[src/rtl/evt_counter.sv]
module evt_counter #(
  parameter int CW = 16,
  parameter logic [2:0] EVT_MODE = 3'b001
) (
  input  logic          clk,
  input  logic          rst_n,
  input  logic          tmr_en,
  input  logic [2:0]    tmr_mode,
  input  logic [1:0]    edge_sel,
  input  logic          cmp_we,
  input  logic [CW-1:0] cmp_wdata,
  input  logic          evt_in,
  output logic [CW-1:0] cmp_q,
  output logic [CW-1:0] count_q,
  output logic          irq_o
);
  localparam logic [CW-1:0] PARK = '1;

  logic          s_meta, s_sync, s_prev;
  logic          armed;
  logic [CW-1:0] shadow;
  logic          active, rise, fall, hit;

  assign active = tmr_en && (tmr_mode == EVT_MODE);
  assign rise   = s_sync && !s_prev;
  assign fall   = !s_sync && s_prev;
  assign hit    = active && ((edge_sel[0] && rise) || (edge_sel[1] && fall));

  always_ff @(posedge clk or negedge rst_n)
    if (!rst_n) {s_meta, s_sync, s_prev} <= '0;
    else        {s_meta, s_sync, s_prev} <= {evt_in, s_meta, s_sync};

  always_ff @(posedge clk or negedge rst_n)
    if (!rst_n)      cmp_q <= '0;
    else if (cmp_we) cmp_q <= cmp_wdata;

  always_ff @(posedge clk or negedge rst_n) begin
    if (!rst_n) begin
      count_q <= PARK;
      shadow  <= '0;
      armed   <= 1'b0;
      irq_o   <= 1'b0;
    end else begin
      irq_o <= 1'b0;
      if (!active) begin
        count_q <= PARK;
        armed   <= 1'b0;
      end else if (hit) begin
        if (!armed || count_q == shadow) begin
          count_q <= '0;
          shadow  <= cmp_q;
          armed   <= 1'b1;
          irq_o   <= armed;
        end else begin
          count_q <= count_q + 1'b1;
        end
      end
    end
  end
endmodule


[config.mk]
export PLATFORM = sky130hd
export DESIGN_NAME = evt_counter
export DESIGN_NICKNAME = d
export VERILOG_FILES = /design/src/rtl/evt_counter.sv
export SDC_FILE = /design/constraint.sdc
export NUM_CORES = 1
export LEC_CHECK = 0
export BUFFER_PORTS_ARGS = -buffer_cell sky130_fd_sc_hd__buf_2
export CORE_MARGIN = 8
export CORE_UTILIZATION = 40
export DETAILED_ROUTE_END_ITERATION = 7
export GPL_TIMING_DRIVEN = 1
export PLACE_DENSITY_LB_ADDON = 0.2
export SLEW_MARGIN = 20
export SYNTH_ARGS = -nofsm -noshare
export SYNTH_HDL_FRONTEND = slang
export SYNTH_SLANG_ARGS = --single-unit
[constraint.sdc]
create_clock -name clk -period 2.84 [get_ports clk]
set_input_delay 0.568 -clock clk [delete_from_list [all_inputs] [get_ports clk]]
set_output_delay 0.568 -clock clk [all_outputs]
set_load 0.05 [all_outputs]
==> out/qor.json, run 1 <==
{
  "run_status": {"value": "finished clean"},
  "timing_startpoint_of_the_critical_path": {"value": "count_q[1]$_DFFE_PN1P_"},
  "postSynthCellCount": {"value": 191},
  "vias_in_the_first_global_route": {"value": 1852},
  "cp_cell_sequence": {"value": "xor2_1 > nor4_1 > nand4_1 > a211o_4 > mux2_4"},
  "relSlewSlack": {"value": 0.5873},
  "cts_setup_buffers": {"value": 0},
  "ff_latch_count_synth": {"value": 53},
  "detail_route.iter0.violations": {"value": 49},
  "achievable-frequency": {"value": 0.4251, "unit": "GHz"},
  "timing.final.hold_violations": {"value": 0},
  "fin_nets": {"value": 280},
  "drive_gt1_frac": {"value": 0.4685},
  "r2r_setup_slack": {"value": 490, "unit": "ps"},
  "routedWlPerCell": {"value": 16.96, "unit": "um"},
  "width_of_the_die": {"value": 94.56, "unit": "um"},
  "seq_area_frac_synth": {"value": 0.5454},
  "timing.critical_path.buf_inv": {"value": 0},
  "cp_num_cells": {"value": 5},
  "post_route_drc": {"value": 0},
  "timing.critical_path.arrival": {"value": 2550, "unit": "ps"},
  "synthesis_warning_total": {"value": 0},
  "setup_total_negative_slack": {"value": 0, "unit": "ps"},
  "timing.max_cap.violations": {"value": 0},
  "ff2ff_path_depth": {"value": 5},
  "clock-root-buffer": {"value": "sky130_fd_sc_hd__clkbuf_8"},
  "postCtsHoldBufs": {"value": 0},
  "regToRegEndpoint": {"value": "shadow[4]$_DFFE_PN0P_"},
  "die_outline_area": {"value": 8942, "unit": "um2"},
  "place.detailed.instances": {"value": 321},
  "clk_path_buf_depth": {"value": 2},
  "worst_r2r_startpoint": {"value": "count_q[1]$_DFFE_PN1P_"},
  "source_to_sink_clock_delay_at_the_later_pin_of_the_worst_skew_pair": {"value": 300, "unit": "ps"},
  "grt_busiest_layer": {"value": "met2"},
  "finalCritPeriodShare": {"value": 0.8283},
  "gr-usage-all-layers": {"value": 0.1332},
  "utilization": {"value": 0.4956},
  "antenna_violating_nets_post_route": {"value": 0},
  "numCtsBuffers": {"value": 5},
  "routed-via-count": {"value": 1699},
  "gr-usage-met1": {"value": 0.1654},
  "rows": {"value": 28},
  "synth.net_count": {"value": 218},
  "core_region_area": {"value": 5956, "unit": "um2"},
  "timing.critical_path.required": {"value": 3030, "unit": "ps"},
  "layout.filler_cells": {"value": 569},
  "drt_pre_antenna_iters": {"value": 4},
  "critical_path.slowest_cell": {"value": "sky130_fd_sc_hd__dfstp_2"},
  "ctsHtreeMaxLevel": {"value": 2},
  "vdd.ir_drop.worst": {"value": 0.0002997, "unit": "V"},
  "crit_path_max_fanout": {"value": 23},
  "synth.cell_area": {"value": 2469, "unit": "um2"},
  "wirelength": {"value": 5579, "unit": "um"},
  "cts_tree": {"value": "yes"},
  "post_cts_resized": {"value": 0},
  "critPathCaptureType": {"value": "flip-flop"},
  "grt_first_pass_wirelength": {"value": 9308, "unit": "um"},
  "syn2layout_area_growth": {"value": 19.56, "unit": "%"},
  "number_of_library_cell_types_mapped_by_synthesis": {"value": 28},
  "drt-vias-per-instance": {"value": 5.164},
  "grt_antenna_before_repair": {"value": 0},
  "grt_met3_use": {"value": 0.03810},
  "fp.dieH": {"value": 94.56, "unit": "um"},
  "synth.avg_cell_area": {"value": 12.92, "unit": "um2"},
  "clock_sink_count": {"value": 53},
  "grt_max_degree": {"value": 29},
  "rsz0062_at_grt": {"value": "false"},
  "period_minus_slack": {"value": 2352, "unit": "ps"},
  "clkSlewWorstSetupHoldPaths": {"value": 90, "unit": "ps"},
  "number_of_buffers_inserted_by_port_buffering": {"value": 58},
  "fin_skew": {"value": 5.839, "unit": "ps"},
  "total_leakage_power": {"value": 0.001353, "unit": "uW"},
  "grt.overflow.total": {"value": 0},
  "power_density": {"value": 596.6, "unit": "nW/um2"},
  "post-dp-hpwl": {"value": 4177, "unit": "um"},
  "io_pins": {"value": 59},
  "cpPeakStageDelay": {"value": 640, "unit": "ps"},
  "timing.final.max_slew_violations": {"value": 0},
  "finalNonFillerCells": {"value": 329},
  "routability_cong": {"value": 0.7994},
  "worstSetupStartpointType": {"value": "flip-flop"},
  "finalSetupViolCount": {"value": 0},
  "min_path_type": {"value": "primary input to asynchronous set/reset pin"},
  "cpLargestDelayFamily": {"value": "flip-flops"},
  "tightestPinTransition": {"value": 619.1, "unit": "ps"},
  "grt_use_met2": {"value": 0.2132},
  "antenna-diode-count": {"value": 0},
  "effective_utilization_at_floorplan": {"value": 0.4145},
  "worstSetupEndpoint": {"value": "shadow[4]$_DFFE_PN0P_"},
  "criticalPathCategory": {"value": "flip-flop to flip-flop"}
}
sequential cells by signal (all words and copies together), names as in the netlist:
name	flops
armed	1
cmp_q	16
count_q	16
irq_o	1
s_meta	1
s_prev	1
s_sync	1
shadow	16
worst register-to-register path, delay by kind of cell, from the launching register on:
family	cells	cell delay (ps)
flops	1	640
simple gates	2	620
mux	1	360
compound gates	1	540
xor+xnor	1	90
report_power, final:
part           switching, uW  total, uW  internal, uW  leakage (uW)
clock                    231        493           262     0.0000552
combinational            199        361           163      0.000673
sequential              68.6        907           838      0.000625
how the worst min path moves through the flow:
stage	startpoint	end
after detailed placement	s_meta$_DFF_PN0_	s_sync$_DFF_PN0_
after floorplan	rst_n	armed$_DFFE_PN0P_
final	rst_n	cmp_q[0]$_DFFE_PN0P_
after global placement	s_meta$_DFF_PN0_	s_sync$_DFF_PN0_
after global routing	rst_n	cmp_q[0]$_DFFE_PN0P_
after CTS	rst_n	cmp_q[0]$_DFFE_PN0P_
per-layer routing:
metal  part of all wire  wire, um
met1               0.44      2472
met2               0.49      2718
met3              0.050       281
met4              0.019       108
met5                  0         0
per-stage QoR:
step | hold slack [ps] | setup WS (ps) | area [um2] | total power, uW
6_report | 270.8 | 487.7 | 2952 | 1761
5_1_grt | 304.5 | 414.5 | 2952 | 1851
4_1_cts | 286.5 | 483.4 | 2952 | 1787
3_5_place_dp | 336.3 | 555.6 | 2844 | 1288
3_3_place_gp | 334.7 | 582.1 | 2844 | 1280
2_1_floorplan | 272.4 | 583.9 | 2469 | 1174
Yosys cell counts:
cell | n | share of area
sky130_fd_sc_hd__buf_2 | 1 | 0.0020
sky130_fd_sc_hd__nor4b_1 | 1 | 0.0035
sky130_fd_sc_hd__nand3b_1 | 1 | 0.0030
sky130_fd_sc_hd__and3_1 | 4 | 0.010
sky130_fd_sc_hd__o221ai_1 | 1 | 0.0035
sky130_fd_sc_hd__buf_12 | 1 | 0.0081
sky130_fd_sc_hd__o21ai_0 | 9 | 0.018
sky130_fd_sc_hd__and4_2 | 1 | 0.0041
sky130_fd_sc_hd__nor4_1 | 5 | 0.013
sky130_fd_sc_hd__mux2_4 | 13 | 0.079
sky130_fd_sc_hd__a211o_4 | 1 | 0.0071
sky130_fd_sc_hd__nand2_1 | 6 | 0.0091
sky130_fd_sc_hd__nand3_1 | 8 | 0.016
sky130_fd_sc_hd__a21boi_0 | 7 | 0.021
sky130_fd_sc_hd__ha_1 | 1 | 0.0051
sky130_fd_sc_hd__a21oi_1 | 8 | 0.016
sky130_fd_sc_hd__nor3_1 | 5 | 0.010
sky130_fd_sc_hd__o21a_1 | 1 | 0.0030
sky130_fd_sc_hd__inv_1 | 2 | 0.0030
sky130_fd_sc_hd__xnor2_1 | 10 | 0.035
sky130_fd_sc_hd__buf_6 | 1 | 0.0046
sky130_fd_sc_hd__dfstp_2 | 16 | 0.17
sky130_fd_sc_hd__xor2_1 | 20 | 0.071
sky130_fd_sc_hd__dfrtp_1 | 37 | 0.38
sky130_fd_sc_hd__clkbuf_1 | 4 | 0.0061
sky130_fd_sc_hd__mux2_2 | 19 | 0.087
sky130_fd_sc_hd__nor2_1 | 5 | 0.0076
sky130_fd_sc_hd__nand4_1 | 3 | 0.0076
layout by cell type (no fill, tap or decap), drive strengths merged, types with 6 or more instances in the layout:
cell type / count
xor2: 20
mux2: 32
dfstp: 16
o21ai: 9
clkbuf: 6
nand2: 6
buf: 62
nand3: 8
a21oi: 8
a21boi: 7
dfrtp: 37
xnor2: 10
kinds of logic after synthesis:
kind of cell             share of synthesized area
flip-flops                                  0.5454
buffers and inverters                      0.02382
multiplexers                                0.1657
AO/OA/AOI/OAI                              0.06944
XOR/XNOR                                    0.1064
AND/OR/NAND/NOR                            0.08414
adder cells (fa/ha/maj)                   0.005068
layout make-up:
class                   instances  area, um2  share of cell area
flip-flops and latches         53       1346              0.4561
inverters                       2      7.507            0.002543
repair buffers                 62      332.8              0.1128
multi-input cells             129       1064              0.3603
well taps                      75      93.84             0.03179
clock inverters                 2      35.03             0.01187
clock buffers                   6      72.57             0.02459
Power figures use the tool's default switching activity.
==> run 2: changes to the inputs <==
- clock period: 2.84 -> 1.95 ns (I/O delays scaled with it)
==> run 2 against run 1 <==
Compared with the run above: the flow now finishes with violations (setup timing); fmax increased by 9.0%; register-to-register slack got worse by 700 ps; via count increased by 8.0%; utilization increased by 5.7 points; sequential power increased by 46%; setup slack got worse by 700 ps; sequential share of layout area decreased by 3.9 points; combinational power increased by 68%; worst hold slack got worse by 270 ps; global-route usage increased by 1.2 points; final cell count increased by 10%; first-iteration DRC count increased by 130%.
==> out/qor.json, run 2 (synthesized netlist as in run 1, its figures left out) <==
{
  "drt-vias-per-instance": {"value": 5.069},
  "detail_route.iter0.violations": {"value": 112},
  "r2r_setup_slack": {"value": -210, "unit": "ps"},
  "layout.cells.most_common_list": {"value": "sky130_fd_sc_hd__buf_2, sky130_fd_sc_hd__dfrtp_1, sky130_fd_sc_hd__buf_4"},
  "width_of_the_die": {"value": 94.56, "unit": "um"},
  "timing.critical_path.arrival": {"value": 2340, "unit": "ps"},
  "numCtsBuffers": {"value": 5},
  "layout.cells.most_common": {"value": "sky130_fd_sc_hd__buf_2"},
  "period_minus_slack": {"value": 2158, "unit": "ps"},
  "core_region_area": {"value": 5956, "unit": "um2"},
  "achievable-frequency": {"value": 0.4633, "unit": "GHz"},
  "routed-via-count": {"value": 1835},
  "cpLargestDelayFamily": {"value": "flip-flops"},
  "timing.final.max_slew_violations": {"value": 0},
  "reg_top3": {"value": "cmp_q x16, count_q x16, shadow x16"},
  "setup_total_negative_slack": {"value": -3566, "unit": "ps"},
  "effective_utilization_at_floorplan": {"value": 0.4145},
  "routedWlPerCell": {"value": 17.05, "unit": "um"},
  "antenna-diode-count": {"value": 0},
  "finalHoldWorstSlack": {"value": 5.766, "unit": "ps"},
  "number_of_buffers_inserted_by_port_buffering": {"value": 58},
  "worstSetupStartpointType": {"value": "flip-flop"},
  "post-dp-hpwl": {"value": 4385, "unit": "um"},
  "run_status": {"value": "finished, violations left"},
  "multi_input_comb_area": {"value": 1141, "unit": "um2"},
  "grt.overflow.total": {"value": 0},
  "cts_tree": {"value": "yes"},
  "critical_path.slowest_cell": {"value": "sky130_fd_sc_hd__dfstp_4"},
  "clock-root-buffer": {"value": "sky130_fd_sc_hd__clkbuf_8"},
  "source_to_sink_clock_delay_at_the_later_pin_of_the_worst_skew_pair": {"value": 310, "unit": "ps"},
  "vias_in_the_first_global_route": {"value": 1994},
  "layout.filler_cells": {"value": 520},
  "worst_r2r_startpoint": {"value": "count_q[3]$_DFFE_PN1P_"},
  "clkSlewWorstSetupHoldPaths": {"value": 90, "unit": "ps"},
  "grt_antenna_before_repair": {"value": 0},
  "post_route_drc": {"value": 0},
  "total_leakage_power": {"value": 0.001500, "unit": "uW"},
  "utilization": {"value": 0.5527},
  "finalCritPeriodShare": {"value": 1.107},
  "critPathCaptureType": {"value": "flip-flop"},
  "drt_pre_antenna_iters": {"value": 4},
  "syn2layout_area_growth": {"value": 33.35, "unit": "%"},
  "postCtsHoldBufs": {"value": 0},
  "grt_use_met2": {"value": 0.2202},
  "clk_path_buf_depth": {"value": 2},
  "fp.dieH": {"value": 94.56, "unit": "um"},
  "grt_busiest_layer": {"value": "met2"},
  "placement.setup.worst_slack": {"value": -314.0, "unit": "ps"},
  "gr-usage-met1": {"value": 0.2006},
  "cpPeakStageDelay": {"value": 640, "unit": "ps"},
  "failed_checks": {"value": "setup timing"},
  "setup_ws": {"value": -208.5, "unit": "ps"},
  "regToRegEndpoint": {"value": "shadow[11]$_DFFE_PN0P_"},
  "timing.max_cap.violations": {"value": 0},
  "grt_first_pass_wirelength": {"value": 10230, "unit": "um"},
  "gr-usage-all-layers": {"value": 0.1450},
  "grt_max_degree": {"value": 22},
  "min_path_type": {"value": "primary input to asynchronous set/reset pin"},
  "timing.final.hold_violations": {"value": 0},
  "io_pins": {"value": 59},
  "fin_nets": {"value": 314},
  "wirelength": {"value": 6173, "unit": "um"},
  "ff2ff_path_depth": {"value": 6},
  "tightestPinTransition": {"value": 414.6, "unit": "ps"},
  "relSlewSlack": {"value": 0.7236},
  "die_outline_area": {"value": 8942, "unit": "um2"},
  "grt_met3_use": {"value": 0.04444},
  "criticalPathCategory": {"value": "flip-flop to flip-flop"},
  "finalSetupViolCount": {"value": 22},
  "power_density": {"value": 805.5, "unit": "nW/um2"},
  "fin_skew": {"value": 15.28, "unit": "ps"},
  "timing.critical_path.buf_inv": {"value": 1},
  "vdd.ir_drop.worst": {"value": 0.0005123, "unit": "V"},
  "cp_cell_sequence": {"value": "xor2_2 > nor4_2 > nand4_1 > buf_4 > a211o_4 > mux2_4"},
  "rsz0062_at_grt": {"value": "true"},
  "sequential_cell_area_in_the_final_layout": {"value": 1373, "unit": "um2"},
  "routability_cong": {"value": 0.8318},
  "clock_sink_count": {"value": 53},
  "timing.critical_path.required": {"value": 2130, "unit": "ps"},
  "antenna_violating_nets_post_route": {"value": 0},
  "rows": {"value": 28},
  "ctsHtreeMaxLevel": {"value": 2},
  "crit_path_max_fanout": {"value": 5},
  "drive_gt1_frac": {"value": 0.5505}
}
==> run 2: repair_timing <==
| action | in CTS | in global routing |
|---|---|---|
| gates cloned | 2 | 1 |
| setup buffers | 3 | 0 |
| endpoints found under the hold margin | 0 | 0 |
| resized for setup | 6 | 4 |
| pin swaps | 8 | 0 |
| setup endpoints to repair | 23 | 32 |
==> run 2: per-stage QoR <==
step           total power, uW  area (um2)  std cells
2_1_floorplan             1712        2501        191
3_3_place_gp              1918        3080        349
3_5_place_dp              1928        3080        349
4_1_cts                   2669        3266        361
5_1_grt                   2776        3292        362
6_report                  2652        3292        362
==> run 2: area by class of cell <==
type,count,share of cell area
clock buffer,5,0.02090
clock inverter,2,0.01064
inverter,2,0.002280
multi-input combinational,132,0.3466
sequential,53,0.4170
tap,75,0.02851
timing repair buffer,93,0.1741
==> run 2: worst max-delay path by stage <==
stage	startpoint	end	slack [ps]	cells past startpoint
final	count_q[3]$_DFFE_PN1P_	shadow[11]$_DFFE_PN0P_	-210	6
after global routing	count_q[3]$_DFFE_PN1P_	shadow[11]$_DFFE_PN0P_	-300	6
after CTS	count_q[3]$_DFFE_PN1P_	shadow[11]$_DFFE_PN0P_	-200	6
after detailed placement	count_q[12]$_DFFE_PN1P_	shadow[3]$_DFFE_PN0P_	-310	5
after global placement	count_q[10]$_DFFE_PN1P_	shadow[13]$_DFFE_PN0P_	-280	5
after floorplan	count_q[15]$_DFFE_PN1P_	shadow[10]$_DFFE_PN0P_	-230	6
==> run 2: routing by layer <==
metal,wire (um),share of wire
met1,2842,0.46
met5,0,0
met3,370,0.060
met4,31,0.0050
met2,2929,0.47
==> run 2: report_power, final <==
part / switching, uW / total [uW] / internal, uW
combinational: 325 / 608 / 283
clock: 352 / 726 / 374
sequential: 97.0 / 1320 / 1220
total: 774 / 2650 / 1880
==> run 3: changes to the inputs <==
- PLACE_DENSITY_LB_ADDON: 0.2 -> unset
==> run 3 against run 2 <==
Compared with the run above: the run still ends with setup timing left; global-route usage shrank 1.1 points; critical path depth stayed put; utilization grew 0.36 points; wire length decreased by 6.3%; first-iteration DRC count down 37%; setup slack better by 49 ps; largest cell class unchanged.
==> out/qor.json, run 3 (synthesized netlist as in run 1, its figures left out) <==
{
  "run_status": {"value": "finished, violations left"},
  "failed_checks": {"value": "setup timing"},
  "clkSlewWorstSetupHoldPaths": {"value": 100, "unit": "ps"},
  "die_outline_area": {"value": 8942, "unit": "um2"},
  "clock_sink_count": {"value": 53},
  "detail_route.iter0.violations": {"value": 71},
  "timing.final.hold_violations": {"value": 0},
  "place.detailed.instances": {"value": 348},
  "syn2layout_area_growth": {"value": 34.21, "unit": "%"},
  "r2r_setup_slack": {"value": -160, "unit": "ps"},
  "routed-via-count": {"value": 1820},
  "regToRegEndpoint": {"value": "shadow[12]$_DFFE_PN0P_"},
  "reg_top3": {"value": "cmp_q x16, count_q x16, shadow x16"},
  "fin_skew": {"value": 5.930, "unit": "ps"},
  "worstSetupStartpointType": {"value": "flip-flop"},
  "finalNonFillerCells": {"value": 363},
  "effective_utilization_at_floorplan": {"value": 0.4145},
  "period_minus_slack": {"value": 2109, "unit": "ps"},
  "finalSetupViolCount": {"value": 21},
  "layout.filler_cells": {"value": 535},
  "drt_pre_antenna_iters": {"value": 4},
  "grt_max_degree": {"value": 45},
  "ff2ff_path_depth": {"value": 6},
  "drive_gt1_frac": {"value": 0.5486},
  "drt-vias-per-instance": {"value": 5.014},
  "grt_antenna_before_repair": {"value": 0},
  "relSlewSlack": {"value": 0.7238},
  "timing.critical_path.required": {"value": 2150, "unit": "ps"},
  "met2RoutedLength": {"value": 2623, "unit": "um"},
  "cpPeakStageDelay": {"value": 640, "unit": "ps"},
  "clock-root-buffer": {"value": "sky130_fd_sc_hd__clkbuf_8"},
  "width_of_the_die": {"value": 94.56, "unit": "um"},
  "finalHoldWorstSlack": {"value": 187.4, "unit": "ps"},
  "core_region_area": {"value": 5956, "unit": "um2"},
  "antenna_violating_nets_post_route": {"value": 0},
  "cts_tree": {"value": "yes"},
  "routability_cong": {"value": 0.8295},
  "rsz0062_at_grt": {"value": "true"},
  "critPathCaptureType": {"value": "flip-flop"},
  "ctsHtreeMaxLevel": {"value": 2},
  "detail_route.wirelength.met1": {"value": 2786, "unit": "um"},
  "numCtsBuffers": {"value": 5},
  "cpLargestDelayFamily": {"value": "flip-flops"},
  "tightestPinTransition": {"value": 414.4, "unit": "ps"},
  "layout.cells.most_common_list": {"value": "sky130_fd_sc_hd__buf_2, sky130_fd_sc_hd__dfrtp_1, sky130_fd_sc_hd__buf_4"},
  "total_leakage_power": {"value": 0.001503, "unit": "uW"},
  "routedWlPerCell": {"value": 15.93, "unit": "um"},
  "crit_path_max_fanout": {"value": 6},
  "grt.overflow.total": {"value": 0},
  "power_density": {"value": 812.8, "unit": "nW/um2"},
  "critical_path.slowest_cell": {"value": "sky130_fd_sc_hd__dfstp_4"},
  "fp.dieH": {"value": 94.56, "unit": "um"},
  "post-dp-hpwl": {"value": 4212, "unit": "um"},
  "number_of_cells_on_the_worst_hold_path": {"value": 1},
  "timing.critical_path.buf_inv": {"value": 1},
  "criticalPathCategory": {"value": "flip-flop to flip-flop"},
  "achievable-frequency": {"value": 0.4742, "unit": "GHz"},
  "grt_first_pass_wirelength": {"value": 9390, "unit": "um"},
  "setup_total_negative_slack": {"value": -2734, "unit": "ps"},
  "holdCritStartpoint": {"value": "evt_in"},
  "wirelength": {"value": 5782, "unit": "um"},
  "top_signal_layer_used": {"value": "met4"},
  "setup_ws": {"value": -159.0, "unit": "ps"},
  "hold_end": {"value": "s_meta$_DFF_PN0_"},
  "cp_num_cells": {"value": 6},
  "vdd.ir_drop.worst": {"value": 0.0005757, "unit": "V"},
  "dr_wl_met3": {"value": 334, "unit": "um"},
  "worst_r2r_startpoint": {"value": "count_q[10]$_DFFE_PN1P_"},
  "source_to_sink_clock_delay_at_the_later_pin_of_the_worst_skew_pair": {"value": 310, "unit": "ps"},
  "min_path_type": {"value": "primary input to flip-flop"},
  "vias_in_the_first_global_route": {"value": 1843},
  "layout.cells.most_common": {"value": "sky130_fd_sc_hd__buf_2"},
  "clk_path_buf_depth": {"value": 2},
  "number_of_buffers_inserted_by_port_buffering": {"value": 58},
  "antenna-diode-count": {"value": 0},
  "fin_nets": {"value": 314},
  "gr-usage-all-layers": {"value": 0.1340},
  "io_pins": {"value": 59},
  "timing.max_cap.violations": {"value": 0},
  "cp_cell_sequence": {"value": "xor2_2 > nor4_2 > nand4_1 > buf_6 > a211o_4 > mux2_4"},
  "post_route_drc": {"value": 0},
  "rows": {"value": 28},
  "report.power.total": {"value": 2693, "unit": "uW"},
  "finalCritPeriodShare": {"value": 1.082},
  "timing.critical_path.arrival": {"value": 2310, "unit": "ps"},
  "timing.final.max_slew_violations": {"value": 0}
}
## run 3: cell types whose count changed in the layout (fill, tap and decap cells not counted), sizes merged
cell / previous run / this run
a211o: 4 / 3
buf: 93 / 92
inv: 2 / 4
clkinv: 1 / 0
dlygate4sd3: 0 / 1
nand3: 8 / 9
## run 3: report_power, final
part | internal (uW) | switching (uW) | total, uW
registers | 1220 | 93.9 | 1310
logic | 288 | 315 | 603
clock network | 392 | 383 | 775
## run 3: how the worst max path moves through the flow
stage                                       start                      to
final                     count_q[10]$_DFFE_PN1P_  shadow[12]$_DFFE_PN0P_
after global routing      count_q[10]$_DFFE_PN1P_  shadow[12]$_DFFE_PN0P_
after floorplan           count_q[15]$_DFFE_PN1P_  shadow[10]$_DFFE_PN0P_
after global placement    count_q[12]$_DFFE_PN1P_  shadow[13]$_DFFE_PN0P_
after CTS                  count_q[3]$_DFFE_PN1P_  shadow[12]$_DFFE_PN0P_
after detailed placement  count_q[10]$_DFFE_PN1P_   shadow[2]$_DFFE_PN0P_
## run 3: what timing repair did
item | in CTS | in global routing
setup buffers | 3 | 0
gates cloned | 2 | 1
endpoints found under the hold margin | 4 | 0
hold buffers | 1 | 0
pin swaps | 5 | 7
setup endpoints to repair | 32 | 32
gates resized for setup | 5 | 8
## run 3: cell type report
class,instances,area (um2),area share
inverter,2,7.507,0.002266
tap,75,93.84,0.02832
clock inverter,3,47.55,0.01435
sequential,53,1373,0.4143
timing repair buffer,93,575.6,0.1737
clock buffer,5,68.82,0.02077
multi-input combinational,132,1147,0.3463
## run 3: per-layer routing
metal  track usage  vias up
li1              -      880
met5             0        -
met4       0.03641        0
met1        0.1890      876
met2        0.1981       60
met3       0.03492        4
## run 3: through the flow
| stage | cell area, um2 | utilization | setup slack, ps |
|---|---|---|---|
| 4_1_cts | 3271 | 0.5492 | -190.0 |
| 2_1_floorplan | 2501 | - | -234.2 |
| 6_report | 3313 | 0.5563 | -159.0 |
| 5_1_grt | 3313 | 0.5563 | -232.6 |
| 3_5_place_dp | 3073 | 0.5160 | -296.1 |
| 3_3_place_gp | 3073 | 0.5160 | -206.4 |
## run 3: worst reg2reg max path, delay by kind of cell, from the launching register on
| kind | cells | cell delay, ps |
|---|---|---|
| flops | 1 | 640 |
| simple gates | 2 | 440 |
| compound gates | 1 | 380 |
| mux | 1 | 310 |
| buf+inv | 1 | 160 |
| xor+xnor | 1 | 60 |
